==> config.mk <==
export PLATFORM = sky130hd
export DESIGN_NAME = ahbl_burst_seq
export DESIGN_NICKNAME = d
export VERILOG_FILES = /design/src/rtl/ahbl_seq_pkg.sv /design/src/rtl/ahbl_seq_addr.sv /design/src/rtl/ahbl_seq_ctrl.sv /design/src/rtl/ahbl_burst_seq.sv
export SDC_FILE = /design/constraint.sdc
export NUM_CORES = 1
export LEC_CHECK = 0
export ABC_AREA = 1
export BUFFER_PORTS_ARGS = -buffer_cell sky130_fd_sc_hd__buf_2
export CAP_MARGIN = 20
export CORE_MARGIN = 2
export CORE_UTILIZATION = 61
export CTS_BUF_LIST = sky130_fd_sc_hd__clkbuf_8 sky130_fd_sc_hd__clkbuf_16
export DETAILED_ROUTE_END_ITERATION = 8
export PLACE_DENSITY = 0.87
export SLEW_MARGIN = 20
export SYNTH_ARGS = -nofsm -noshare
export SYNTH_HDL_FRONTEND = slang
export SYNTH_SLANG_ARGS = --single-unit
==> constraint.sdc <==
create_clock -name clk -period 7.2 [get_ports clk]
set_clock_uncertainty 0.15 [all_clocks]
set_input_delay 1.44 -clock clk [delete_from_list [all_inputs] [get_ports clk]]
set_output_delay 1.44 -clock clk [all_outputs]
set_load 0.05 [all_outputs]
==> src/rtl/ahbl_seq_pkg.sv <==
package ahbl_seq_pkg;

  typedef enum logic [1:0] {
    TR_IDLE   = 2'b00,
    TR_BUSY   = 2'b01,
    TR_NONSEQ = 2'b10,
    TR_SEQ    = 2'b11
  } trans_e;

  localparam logic [2:0] BU_SINGLE = 3'b000;
  localparam logic [2:0] BU_INCR   = 3'b001;

  localparam logic [1:0] RESP_OKAY  = 2'b00;
  localparam logic [1:0] RESP_ERROR = 2'b01;

  // Strobes from the control FSM to the address datapath
  typedef struct packed {
    logic load;   // capture a new command
    logic step;   // move to the next beat
  } dp_strobe_t;

  // Wrapping codes are the even ones above SINGLE
  function automatic logic isWrap(input logic [2:0] code);
    return (code != BU_SINGLE) && !code[0];
  endfunction

endpackage

==> src/rtl/ahbl_seq_addr.sv <==
module ahbl_seq_addr
  import ahbl_seq_pkg::*;
#(
  parameter int AW         = 32,
  parameter int LEN_W      = 8,
  parameter int BOUND_BITS = 10
) (
  input  logic             clk,
  input  logic             rstN,
  input  dp_strobe_t       strobe,
  input  logic [AW-1:0]    cmdAddr,
  input  logic [2:0]       cmdBurst,
  input  logic [2:0]       cmdSize,
  input  logic             cmdWrite,
  input  logic [LEN_W-1:0] cmdLen,
  output logic [AW-1:0]    haddr,
  output logic [2:0]       hburst,
  output logic [2:0]       hsize,
  output logic             hwrite,
  output logic             lastBeat,
  output logic             crossErr
);

  localparam int CNT_W     = LEN_W + 1;
  localparam int CROSS_W   = CNT_W + 9;
  localparam int BOUND_LEN = 1 << BOUND_BITS;

  logic [AW-1:0]    addrQ;
  logic [2:0]       burstQ;
  logic [2:0]       sizeQ;
  logic             writeQ;
  logic [CNT_W-1:0] leftQ;

  logic [CNT_W-1:0]   cmdBeats;
  logic [CROSS_W-1:0] cmdBytes;
  logic [CROSS_W-1:0] cmdEnd;
  logic [AW-1:0]      stepBytes;
  logic [AW-1:0]      wrapMask;
  logic [AW-1:0]      nextAddr;

  function automatic logic [CNT_W-1:0] beatsOf(input logic [2:0] code,
                                               input logic [LEN_W-1:0] len);
    case (code)
      3'b000:          return CNT_W'(1);
      3'b001:          return CNT_W'(len) + CNT_W'(1);
      3'b010, 3'b011:  return CNT_W'(4);
      3'b100, 3'b101:  return CNT_W'(8);
      default:         return CNT_W'(16);
    endcase
  endfunction

  // Boundary check on the incoming command
  always_comb begin
    cmdBeats = beatsOf(cmdBurst, cmdLen);
    cmdBytes = CROSS_W'(cmdBeats) << cmdSize;
    cmdEnd   = CROSS_W'(cmdAddr[BOUND_BITS-1:0]) + cmdBytes;
    crossErr = !isWrap(cmdBurst) && (cmdEnd > CROSS_W'(BOUND_LEN));
  end

  // Next beat address from the held burst
  always_comb begin
    stepBytes = AW'(1) << sizeQ;
    wrapMask  = (AW'(beatsOf(burstQ, '0)) << sizeQ) - AW'(1);
    if (isWrap(burstQ))
      nextAddr = (addrQ & ~wrapMask) | ((addrQ + stepBytes) & wrapMask);
    else
      nextAddr = addrQ + stepBytes;
  end

  always_ff @(posedge clk) begin
    if (!rstN) begin
      addrQ  <= '0;
      burstQ <= BU_SINGLE;
      sizeQ  <= '0;
      writeQ <= 1'b0;
      leftQ  <= CNT_W'(1);
    end else if (strobe.load) begin
      addrQ  <= cmdAddr;
      burstQ <= cmdBurst;
      sizeQ  <= cmdSize;
      writeQ <= cmdWrite;
      leftQ  <= cmdBeats;
    end else if (strobe.step) begin
      addrQ  <= nextAddr;
      leftQ  <= leftQ - CNT_W'(1);
    end
  end

  assign haddr    = addrQ;
  assign hburst   = burstQ;
  assign hsize    = sizeQ;
  assign hwrite   = writeQ;
  assign lastBeat = (leftQ == CNT_W'(1));

  // a step inside a wrapping burst never leaves the wrap block
  p_wrap_block_r4: assert property (@(posedge clk) disable iff (!rstN)
    (strobe.step && isWrap(burstQ)) |=>
      ((addrQ & ~wrapMask) == ($past(addrQ) & ~$past(wrapMask))));

endmodule

==> src/rtl/ahbl_seq_ctrl.sv <==
module ahbl_seq_ctrl
  import ahbl_seq_pkg::*;
(
  input  logic       clk,
  input  logic       rstN,
  input  logic       cmdValid,
  input  logic       crossErr,
  input  logic       lastBeat,
  input  logic       beatReady,
  input  logic       hready,
  input  logic [1:0] hresp,
  output logic [1:0] htrans,
  output logic       cmdReady,
  output logic       cmdRejected,
  output logic       beatDone,
  output logic       doneValid,
  output logic       doneErr,
  output dp_strobe_t strobe
);

  trans_e transQ, transD;
  logic   dataPhaseQ;   // a beat's data phase is open
  logic   dataLastQ;    // that beat is the final one of its burst

  logic xferNow, cmdFire, cmdStart, errFirst, cancel;

  always_comb begin
    xferNow     = transQ[1];
    cmdReady    = hready && ((transQ == TR_IDLE) || (xferNow && lastBeat));
    cmdFire     = cmdValid && cmdReady;
    cmdRejected = cmdFire && crossErr;
    cmdStart    = cmdFire && !crossErr;
    errFirst    = dataPhaseQ && !hready && (hresp == RESP_ERROR);
    cancel      = errFirst && !dataLastQ && (transQ != TR_IDLE);

    strobe.load = cmdStart;
    strobe.step = hready && xferNow && !lastBeat;

    transD = transQ;
    if (cancel)
      transD = TR_IDLE;
    else if (hready) begin
      if (cmdStart)
        transD = TR_NONSEQ;
      else if ((transQ == TR_IDLE) || (xferNow && lastBeat))
        transD = TR_IDLE;
      else
        transD = beatReady ? TR_SEQ : TR_BUSY;
    end

    beatDone  = dataPhaseQ && hready;
    doneValid = beatDone && (dataLastQ || (hresp == RESP_ERROR));
    doneErr   = doneValid && (hresp == RESP_ERROR);
  end

  always_ff @(posedge clk) begin
    if (!rstN) begin
      transQ     <= TR_IDLE;
      dataPhaseQ <= 1'b0;
      dataLastQ  <= 1'b0;
    end else begin
      transQ <= transD;
      if (hready) begin
        dataPhaseQ <= xferNow;
        dataLastQ  <= xferNow && lastBeat;
      end
    end
  end

  assign htrans = transQ;

  // a NONSEQ with beats left is followed by SEQ or BUSY
  p_seq_follows_r2: assert property (@(posedge clk) disable iff (!rstN)
    (hready && transQ == TR_NONSEQ && !lastBeat) |=>
      (transQ == TR_SEQ || transQ == TR_BUSY));

  // local side not ready mid-burst gives BUSY
  p_busy_midburst_r6: assert property (@(posedge clk) disable iff (!rstN)
    (hready && transQ[1] && !lastBeat && !beatReady) |=> (transQ == TR_BUSY));

  // first ERROR cycle of a non-final beat cancels the burst
  p_cancel_idle_r9: assert property (@(posedge clk) disable iff (!rstN)
    (dataPhaseQ && !hready && hresp == RESP_ERROR && !dataLastQ) |=>
      (transQ == TR_IDLE));

  // a refused command issues nothing
  p_reject_idle_r10: assert property (@(posedge clk) disable iff (!rstN)
    cmdRejected |=> (transQ == TR_IDLE));

endmodule

==> src/rtl/ahbl_burst_seq.sv <==
module ahbl_burst_seq
  import ahbl_seq_pkg::*;
#(
  parameter int         AW         = 32,
  parameter int         LEN_W      = 8,
  parameter int         BOUND_BITS = 10,
  parameter logic [3:0] HPROT_VAL  = 4'b0011
) (
  input  logic             clk,
  input  logic             rstN,
  input  logic             cmdValid,
  output logic             cmdReady,
  input  logic [AW-1:0]    cmdAddr,
  input  logic [2:0]       cmdBurst,
  input  logic [2:0]       cmdSize,
  input  logic             cmdWrite,
  input  logic [LEN_W-1:0] cmdLen,
  output logic             cmdRejected,
  input  logic             beatReady,
  output logic             beatDone,
  output logic             doneValid,
  output logic             doneErr,
  output logic [AW-1:0]    haddr,
  output logic [1:0]       htrans,
  output logic [2:0]       hburst,
  output logic [2:0]       hsize,
  output logic             hwrite,
  output logic [3:0]       hprot,
  input  logic             hready,
  input  logic [1:0]       hresp
);

  dp_strobe_t strobe;
  logic       lastBeat;
  logic       crossErr;

  ahbl_seq_addr #(
    .AW(AW), .LEN_W(LEN_W), .BOUND_BITS(BOUND_BITS)
  ) u_addr (
    .clk(clk), .rstN(rstN), .strobe(strobe),
    .cmdAddr(cmdAddr), .cmdBurst(cmdBurst), .cmdSize(cmdSize),
    .cmdWrite(cmdWrite), .cmdLen(cmdLen),
    .haddr(haddr), .hburst(hburst), .hsize(hsize), .hwrite(hwrite),
    .lastBeat(lastBeat), .crossErr(crossErr)
  );

  ahbl_seq_ctrl u_ctrl (
    .clk(clk), .rstN(rstN), .cmdValid(cmdValid), .crossErr(crossErr),
    .lastBeat(lastBeat), .beatReady(beatReady), .hready(hready),
    .hresp(hresp), .htrans(htrans), .cmdReady(cmdReady),
    .cmdRejected(cmdRejected), .beatDone(beatDone),
    .doneValid(doneValid), .doneErr(doneErr), .strobe(strobe)
  );

  assign hprot = HPROT_VAL;

  // address-phase outputs hold across a wait state
  p_hold_wait_r7: assert property (@(posedge clk) disable iff (!rstN)
    !hready |=> ($stable(haddr) && $stable(hburst) && $stable(hsize) && $stable(hwrite)));

  // incrementing bursts step by the transfer size
  p_incr_step_r3: assert property (@(posedge clk) disable iff (!rstN)
    (hready && htrans[1] && !lastBeat && !isWrap(hburst)) |=>
      (haddr == $past(haddr) + (AW'(1) << $past(hsize))));

  // control fields constant inside a burst
  p_ctrl_const_r8: assert property (@(posedge clk) disable iff (!rstN)
    (htrans == TR_SEQ || htrans == TR_BUSY) |->
      ($stable(hburst) && $stable(hsize) && $stable(hwrite)));

endmodule

==> results.py, run 1 <==
metrics = {
    "final_layout": {
        "final_common_cell": "nand2_1",
        "utilization_pct": 71.12,
        "area_growth_pct": 12.22,
        "layoutNonFillerInstCount": 1081,
        "diodes": 0,
        "final_cell_mix": "nand2_1 (209), nor2_1 (118), buf_2 (99)",
        "nNetsFinal": 1054,
        "drive_gt1_share_pct": 14.14,
    },
    "power": {
        "p_leak_nw": 2.930,
        "irDropWorstVdd_v": 0.00008923,
        "p_sw_mw": 0.4204,
        "power_frac_seq_pct": 34.6,
        "p_int_mw": 0.5734,
        "pwr-share-comb_pct": 40.8,
        "switching_share_pct": 42.30,
        "p_per_area_nw_per_um2": 169.2,
        "clkPwrFrac_pct": 24.6,
    },
    "critical_path": {
        "regToRegStartpoint": "u_addr.hsize[1]",
        "critPathCaptureType": "primary output",
        "arrival_ps": 4870,
        "r2r_cells": 20,
        "path_class": "input pin to primary output",
        "rrSetupSlack_ps": 3640,
        "crit_fanout": 6,
        "critPathLaunchType": "input pin",
        "required_ps": 5610,
    },
    "yosys": {
        "ys.flop_type": "dfxtp_1",
        "yosysTopAreaCellShare_pct": 19.89,
        "syn_area_per_cell_sq_um": 5.848,
        "yosysSeqAreaShare_pct": 19.89,
        "ys_seq_elements": 52,
        "synth_edf_count": 0,
        "synthCells": 895,
        "synth_area_sq_um": 5234,
        "synth.distinct_cells": 46,
        "yosys-top-cells-area": "dfxtp_1 (20%), nand2_1 (15%), nand3_1 (9.1%)",
        "yosys.area.top_type": "dfxtp_1",
        "yosysWarnings": 0,
        "ys_async_sr_fraction_pct": 0,
    },
    "place": {
        "portBuffers": 99,
        "dp.cells": 1073,
        "dpl.hpwl_mm": 11.50,
        "gp_congestion": 1.002,
    },
    "floorplan": {
        "die-area_sq_um": 9337,
        "fp.dieH_microns": 96.63,
        "row_count": 33,
        "coreArea_sq_um": 8258,
        "die_w_microns": 96.63,
        "ioPinCount": 104,
        "start_util_pct": 63.38,
    },
    "run": {
        "cap_violations": 0,
    },
    "min_path": {
        "whs_endpoint": "u_addr.leftQ[8]",
        "hp-start": "u_addr.leftQ[8]",
        "hp-class": "flip-flop to flip-flop",
        "hold-path-cell-count": 2,
    },
    "clocking": {
        "ctsHoldBuffers": 0,
        "cts_buffers": 5,
        "cts_buffer_depth": 2,
        "root_buffer": "clkbuf_8",
        "htreeDepth": 2,
        "cts_tree": "built",
        "cts_resized": 0,
        "clkLatencyLatePin_ps": 320,
        "cts_setup_buffers": 0,
        "cts_num_sinks": 52,
        "path_clk_slew_ps": 100,
    },
    "sta": {
        "fin_setup_tns_ps": 0,
        "drv_slew": 0,
        "slew_headroom_pct": 47.42,
        "rsz0062_at_grt": "no",
        "hold_viol": 0,
        "min_period_over_period_pct": 89.67,
        "setup_violations": 0,
        "fmax_mhz": 154.9,
        "min_period_ps": 6457,
        "worst_pin_slew_ps": 787.9,
    },
    "drt": {
        "viasPerCell": 5.606,
        "wl_per_cell_microns": 13.58,
        "totalWireLength_mm": 14.68,
        "drtAntennaViolNets": 0,
        "drtIter0Drc": 331,
        "drc": 0,
        "firstDrtPassIters": 5,
        "dr_total_vias": 6060,
    },
    "global_route": {
        "grt-ovfl-total": 0,
        "grt_pass1_wl_mm": 24.92,
        "grt_pass1_vias": 5440,
        "grt_max_degree": 42,
        "gr-usage-all-layers_pct": 31.00,
        "antenna_found_initial": 0,
    },
    "outcome": {
        "status": "finished clean",
    },
}
[cell families after synthesis]
family,Yosys count,synth area share (%)
AO/OA/AOI/OAI,152,15.71
XOR/XNOR,29,4.853
adder cells (fa/ha/maj),25,6.264
buffers and inverters,137,10.71
flip-flops,52,19.89
multiplexers,6,1.148
other,2,0.1435
AND/OR/NAND/NOR,492,41.29
[routing by layer]
layer  up-vias  track usage, %  wire length, microns
li1       3089               -                     -
met1      2683           41.70                  6467
met2       263           52.19                  6764
met3        25           3.902                  1137
met4         0           8.884                   313
met5         -               0                     0
[worst max-delay path: stages]
cell and delay, ps:
buf_2 130, ha_1 240, or2_2 300, a31oi_1 230, inv_1 70, o21ai_0 190, nor2_1 60, a31oi_1 160
o21ai_0 130, ha_1 370, a21oi_1 250, nand2_1 80, nand2_1 80, nand3_1 70, nand2_1 90, inv_1 50
nor2_1 80, a21oi_1 60, a21boi_0 180, nor2_1 70, nand3_1 110, nand2_2 80, nor2_1 90, buf_2 260
[cell type report]
type,count,area (sq um)
timing repair buffer,104,533.0
multi-input combinational,708,3640
inverter,104,390.4
clock inverter,3,68.82
fill,779,2385
sequential,52,1041
clock buffer,5,68.82
tap,105,131.4
[through the flow]
| stage | setup WS, ps | hold WS, ps | power, mW | cell area [sq um] |
|---|---|---|---|---|
| 5_1_grt | 340.1 | 379.5 | 1.058 | 5873 |
| 4_1_cts | 756.4 | 342.6 | 0.9910 | 5873 |
| 3_5_place_dp | 770.2 | 327.8 | 0.7493 | 5736 |
| 2_1_floorplan | 693.4 | 303.7 | 0.6504 | 5241 |
| 6_report | 743.5 | 342.7 | 0.9938 | 5873 |
| 3_3_place_gp | 797.1 | 315.0 | 0.7437 | 5736 |
[power by group through the flow]
stage | sequential [mW] | combinational [mW] | clock [mW]
5_1_grt | 0.347 | 0.451 | 0.260
3_5_place_dp | 0.348 | 0.401 | 0
3_3_place_gp | 0.348 | 0.395 | 0
6_report | 0.343 | 0.406 | 0.244
4_1_cts | 0.342 | 0.403 | 0.246
2_1_floorplan | 0.410 | 0.241 | 0
[cell usage after synthesis, types with 2 or more instances]
cell type / count
nand4_1: 18
o21a_1: 2
o21ai_0: 53
nand3_2: 7
buf_2: 9
dfxtp_1: 52
o22ai_1: 3
nor2_2: 2
fa_1: 2
xor2_1: 18
buf_6: 2
clkinv_1: 4
or2_2: 6
a31oi_1: 6
nand2_2: 5
ha_1: 23
a21boi_0: 3
o21ai_1: 14
xnor2_1: 11
buf_1: 2
nor3_1: 18
clkbuf_1: 14
buf_4: 5
inv_2: 3
inv_1: 97
o21bai_1: 2
nor2_1: 118
nand3b_1: 4
o211a_1: 3
nand2_1: 209
mux2i_1: 6
conb_1: 2
nor4_1: 5
a21oi_1: 61
nand3_1: 95
[how the worst max path moves through the flow]
stage,startpoint,endpoint,depth (start not counted),slack [ps]
floorplan,cmdLen[0],cmdRejected,23,690
global placement,cmdLen[0],cmdRejected,24,800
detailed placement,cmdLen[0],cmdRejected,24,770
CTS,cmdLen[0],cmdRejected,24,760
global route,cmdLen[0],cmdRejected,23,340
finish,cmdLen[0],cmdRejected,24,740
No activity file was read; power rests on OpenSTA's default activity.
==> run 2: changes to the inputs <==
Settings changed: CORE_MARGIN 2 to default, HOLD_SLACK_MARGIN from default to 0.1.
Clock period 7.2 ns to 7.64 ns, I/O delays scaled along.
==> run 2 against run 1 <==
Against the previous run: worst hold slack got worse by 6.6 ps; sequential power shrank 6%; cell area decreased by 1.3%; sequential cell count stayed put; global-route usage up 1.5 points; total power decreased by 13%.
==> results.py, run 2 (synthesis gave the netlist of run 1 again) <==
metrics = {
    "outcome": {
        "status": "finished clean",
    },
    "final_layout": {
        "final_cell_mix": "nand2_1 (209), nor2_1 (118), buf_2 (99)",
        "drive_gt1_share_pct": 13.77,
        "final_common_cell": "nand2_1",
        "area_growth_pct": 10.81,
        "diodes": 0,
        "nNetsFinal": 1051,
    },
    "power": {
        "p_leak_nw": 2.898,
        "irDropWorstVdd_v": 0.00007240,
        "p_per_area_nw_per_um2": 149.5,
        "total_power_mw": 0.8668,
    },
    "global_route": {
        "grt_pass1_wl_mm": 23.53,
        "grt_max_degree": 71,
        "grt-busiest-layer": "met2",
        "grt-ovfl-total": 0,
        "grt_use_met1_pct": 42.37,
        "grt_util_met2_pct": 55.82,
        "grt_pass1_vias": 5174,
        "antenna_found_initial": 0,
        "met3_usage_pct": 3.140,
        "gr-usage-all-layers_pct": 32.49,
    },
    "critical_path": {
        "worst_path_max_delay_cell": "ha_1",
        "crit_path_frequent_cell": "nor2_1",
        "max_stage_delay_ps": 380,
        "required_ps": 5960,
        "crit_buf_inv": 4,
        "critPathCaptureType": "primary output",
        "cp_cell_sequence": "buf_2 -> ha_1 -> or2_2 -> a31oi_1 -> inv_1 -> o21ai_0 -> nor2_1 -> a31oi_1 -> o21ai_0 -> ha_1 -> a21oi_1 -> nand2_1 -> nand2_1 -> nand3_1 -> nand2_1 -> inv_1 -> nor2_1 -> a21oi_1 -> a21boi_0 -> nor2_1 -> nand3_1 -> nand2_2 -> nor2_1 -> buf_2",
        "crit_fanout": 6,
        "rrSetupSlack_ps": 4120,
        "critPathLaunchType": "input pin",
        "path_class": "input pin to primary output",
        "arrival_ps": 5050,
        "crit_family": "compound AO/OA/AOI/OAI gates",
    },
    "sta": {
        "fmax_mhz": 148.5,
        "setup_violations": 0,
        "layout_setup_ws_ps": 907.4,
        "timing.hold.ws_ps": 336.0,
        "rsz0062_at_grt": "no",
        "drv_slew": 0,
        "worst_pin_slew_ps": 1146,
        "hold_viol": 0,
        "fin_setup_tns_ps": 0,
        "min_period_over_period_pct": 88.12,
        "slew_headroom_pct": 23.61,
        "min_period_ps": 6733,
    },
    "floorplan": {
        "die_w_microns": 94.63,
        "ioPinCount": 104,
        "die-area_sq_um": 8955,
        "coreArea_sq_um": 8258,
        "fp.dieH_microns": 94.63,
        "start_util_pct": 63.38,
        "row_count": 33,
    },
    "clocking": {
        "path_clk_slew_ps": 110,
        "cts_tree": "built",
        "ctsHoldBuffers": 0,
        "cts_num_sinks": 52,
        "cts_buffer_depth": 2,
        "cts_resized": 0,
        "cts_buffers": 5,
        "htreeDepth": 2,
        "clkLatencyLatePin_ps": 320,
        "cts_setup_buffers": 0,
        "root_buffer": "clkbuf_8",
    },
    "place": {
        "pre_cts_slack_ps": 962.0,
        "dpl.hpwl_mm": 11.12,
        "gp_congestion": 0.9805,
        "portBuffers": 99,
    },
    "min_path": {
        "hp-class": "flip-flop to flip-flop",
    },
    "drt": {
        "drtIter0Drc": 332,
        "wl_per_cell_microns": 13.43,
        "firstDrtPassIters": 6,
        "drtAntennaViolNets": 0,
        "drc": 0,
        "totalWireLength_mm": 14.48,
        "dr_total_vias": 6085,
        "viasPerCell": 5.645,
    },
    "run": {
        "cap_violations": 0,
    },
}
[run 2: cell types whose count changed in the layout (fill, tap and decap cells not counted)]
| cell | previous run | this run |
|---|---|---|
| inv_1 | 97 | 98 |
| bufinv_16 | 2 | 0 |
| clkinv_2 | 0 | 1 |
| buf_4 | 5 | 2 |
[run 2: final timing paths]
| kind | startpoint | to | depth (start not counted) |
|---|---|---|---|
| max | cmdLen[0] | cmdRejected | 24 |
| min | u_addr.hwrite | u_addr.hwrite | 2 |
| max reg2reg | u_addr.hsize[0] | flip-flop | 19 |
| min reg2reg | u_addr.hwrite | u_addr.hwrite | 2 |
[run 2: tightest hold or removal path, delay by kind of cell (launching register included)]
| family | cells | cell delay, ps |
|---|---|---|
| flip-flops | 1 | 340 |
| AND/OR/NAND/NOR | 2 | 120 |
[run 2: metal layers]
layer / part of all wire, % / vias to the layer above
li1: - / 3090
met1: 45 / 2727
met2: 46 / 232
met3: 6.5 / 36
met4: 2.7 / 0
met5: 0 / -
[run 2: stage by stage]
stage | cell area [sq um] | std cells | utilization (%)
3_5_place_dp | 5713 | 1070 | 69.18
4_1_cts | 5799 | 1078 | 70.23
6_report | 5799 | 1078 | 70.23
5_1_grt | 5799 | 1078 | 70.23
3_3_place_gp | 5713 | 1070 | 69.18
2_1_floorplan | 5241 | 897 | -
[run 2: final cells by class]
cell class / count / area, sq um
multi-input cells: 708 / 3640
well taps: 105 / 131.4
repair buffers: 101 / 510.5
fillers: 774 / 2459
clock buffers: 5 / 68.82
clock inverters: 3 / 17.52
flip-flops and latches: 52 / 1041
inverters: 104 / 390.4
[run 2: report_power, final]
part	internal (mW)	leakage (nW)	switching, mW	total, mW
sequential	0.294	0.425	0.0296	0.324
combinational	0.113	2.42	0.267	0.380
clock	0.0644	0.0497	0.0988	0.163
total	0.472	2.90	0.395	0.867
==> run 3: changes to the inputs <==
Settings changed: BUFFER_PORTS_ARGS -buffer_cell sky130_fd_sc_hd__buf_2 to default, CORE_UTILIZATION 61 to 70, DONT_BUFFER_PORTS from default to 1, PLACE_DENSITY 0.87 to 0.86.
==> run 3 against run 2 <==
Against the previous run: cell area shrank 8.2%; first-iteration DRC count grew 32%; highest routed layer unchanged; non-clock buffer count decreased by 97; setup slack got worse by 120 ps; critical path depth is 2 higher.
==> results.py, run 3 (synthesis gave the netlist of run 1 again) <==
metrics = {
    "clocking": {
        "cts_num_sinks": 52,
        "cts_buffers": 5,
        "root_buffer": "clkbuf_8",
        "cts_resized": 0,
        "ctsHoldBuffers": 0,
        "clkLatencyLatePin_ps": 320,
        "cts_setup_buffers": 0,
        "cts_buffer_depth": 2,
        "path_clk_slew_ps": 110,
        "cts_tree": "built",
        "htreeDepth": 2,
    },
    "sta": {
        "rsz0062_at_grt": "no",
        "setup_violations": 0,
        "min_period_over_period_pct": 89.65,
        "worst_pin_slew_ps": 1031,
        "drv_slew": 0,
        "hold_viol": 0,
        "fin_setup_tns_ps": 0,
        "min_period_ps": 6849,
        "slew_headroom_pct": 31.51,
        "layout_setup_ws_ps": 791.0,
        "fmax_mhz": 146.0,
    },
    "floorplan": {
        "die_w_microns": 88.47,
        "ioPinCount": 104,
        "row_count": 31,
        "coreArea_sq_um": 7253,
        "fp.dieH_microns": 88.47,
        "start_util_pct": 72.16,
        "die-area_sq_um": 7827,
    },
    "critical_path": {
        "critPathCaptureType": "primary output",
        "crit_family": "simple AND/OR/NAND/NOR gates",
        "worst_path_max_delay_cell": "ha_1",
        "max_stage_delay_ps": 380,
        "crit_fanout": 23,
        "crit_buf_inv": 3,
        "arrival_ps": 5170,
        "path_class": "input pin to primary output",
        "crit_path_frequent_cell": "nor2_1",
        "required_ps": 5960,
        "critPathLaunchType": "input pin",
    },
    "drt": {
        "totalWireLength_mm": 14.53,
        "dr_total_vias": 5885,
        "drtIter0Drc": 438,
        "wl_per_cell_microns": 14.90,
        "drc": 0,
        "drtAntennaViolNets": 0,
        "firstDrtPassIters": 8,
        "viasPerCell": 6.036,
    },
    "place": {
        "dpl.hpwl_mm": 11.44,
        "portBuffers": 0,
        "pre_cts_slack_ps": 875.7,
        "gp_congestion": 0.9528,
    },
    "global_route": {
        "gr-usage-all-layers_pct": 36.64,
        "grt-ovfl-total": 0,
        "grt_max_degree": 71,
        "antenna_found_initial": 0,
        "grt_pass1_wl_mm": 22.87,
        "grt_pass1_vias": 5091,
    },
    "final_layout": {
        "diodes": 0,
        "final_cell_mix": "nand2_1 (209), nor2_1 (118), inv_1 (97)",
        "nNetsFinal": 954,
        "drive_gt1_share_pct": 4.452,
        "area_growth_pct": 1.721,
        "final_common_cell": "nand2_1",
    },
    "min_path": {
        "hp-class": "flip-flop to flip-flop",
    },
    "power": {
        "irDropWorstVdd_v": 0.00008235,
        "p_per_area_nw_per_um2": 156.9,
        "p_leak_nw": 2.447,
    },
    "run": {
        "cap_violations": 0,
    },
    "outcome": {
        "status": "finished clean",
    },
}
-- run 3: changes by cell type in the layout (fill, tap and decap cells not counted) --
| cell | before | now |
|---|---|---|
| inv_6 | 1 | 0 |
| a21oi_2 | 0 | 1 |
| buf_4 | 2 | 4 |
| a21oi_1 | 61 | 60 |
| clkinv_2 | 1 | 0 |
| buf_2 | 99 | 0 |
| inv_1 | 98 | 97 |
| clkinvlp_4 | 0 | 2 |
| inv_8 | 0 | 1 |
-- run 3: layout make-up --
cell class	instances	area, sq um
multi-input cells	708	3643
flip-flops and latches	52	1041
clock buffers	5	68.82
clock inverters	3	26.28
well taps	99	123.9
repair buffers	4	30.03
inverters	104	390.4
fillers	676	1929
-- run 3: where the power goes --
part	switching, mW	internal [mW]
sequential	0.0981	0.294
clock	0.102	0.0669
combinational	0.182	0.0918
total	0.383	0.452
-- run 3: metal layers --
metal	part of all wire (%)	up-vias	GRT usage, %
met5	0	-	0
met4	2.9	0	14.08
met3	10	50	6.996
met2	45	336	59.79
met1	41	2600	47.87
li1	-	2899	-
-- run 3: through the flow --
step / hold slack (ps) / area, sq um / utilization (%) / std cells / total power [mW]
floorplan: 303.7 / 5241 / - / 897 / 0.6130
global placement: 319.9 / 5225 / 72.04 / 967 / 0.6540
detailed placement: 329.6 / 5225 / 72.04 / 967 / 0.6649
CTS: 345.1 / 5320 / 73.35 / 975 / 0.8306
global route: 366.7 / 5324 / 73.40 / 975 / 0.8845
finish: 344.0 / 5324 / 73.40 / 975 / 0.8353
-- run 3: final timing paths --
check | start | endpoint | slack, ps | depth (start not counted)
setup reg to reg | u_ctrl.htrans[1] | flip-flop | 3210 | 11
hold / removal | u_ctrl.dataLastQ | u_ctrl.dataLastQ | 340 | 2
hold reg to reg | u_ctrl.dataLastQ | u_ctrl.dataLastQ | 340 | 2
setup / recovery | cmdLen[0] | cmdRejected | 790 | 26
-- run 3: worst reg2reg max path: cells and delay by family (launching register included) --
kind	cells	cell delay (ps)
AND/OR/NAND/NOR	7	2420
buffers and inverters	3	960
flip-flops	1	720
AO/OA/AOI/OAI	1	80
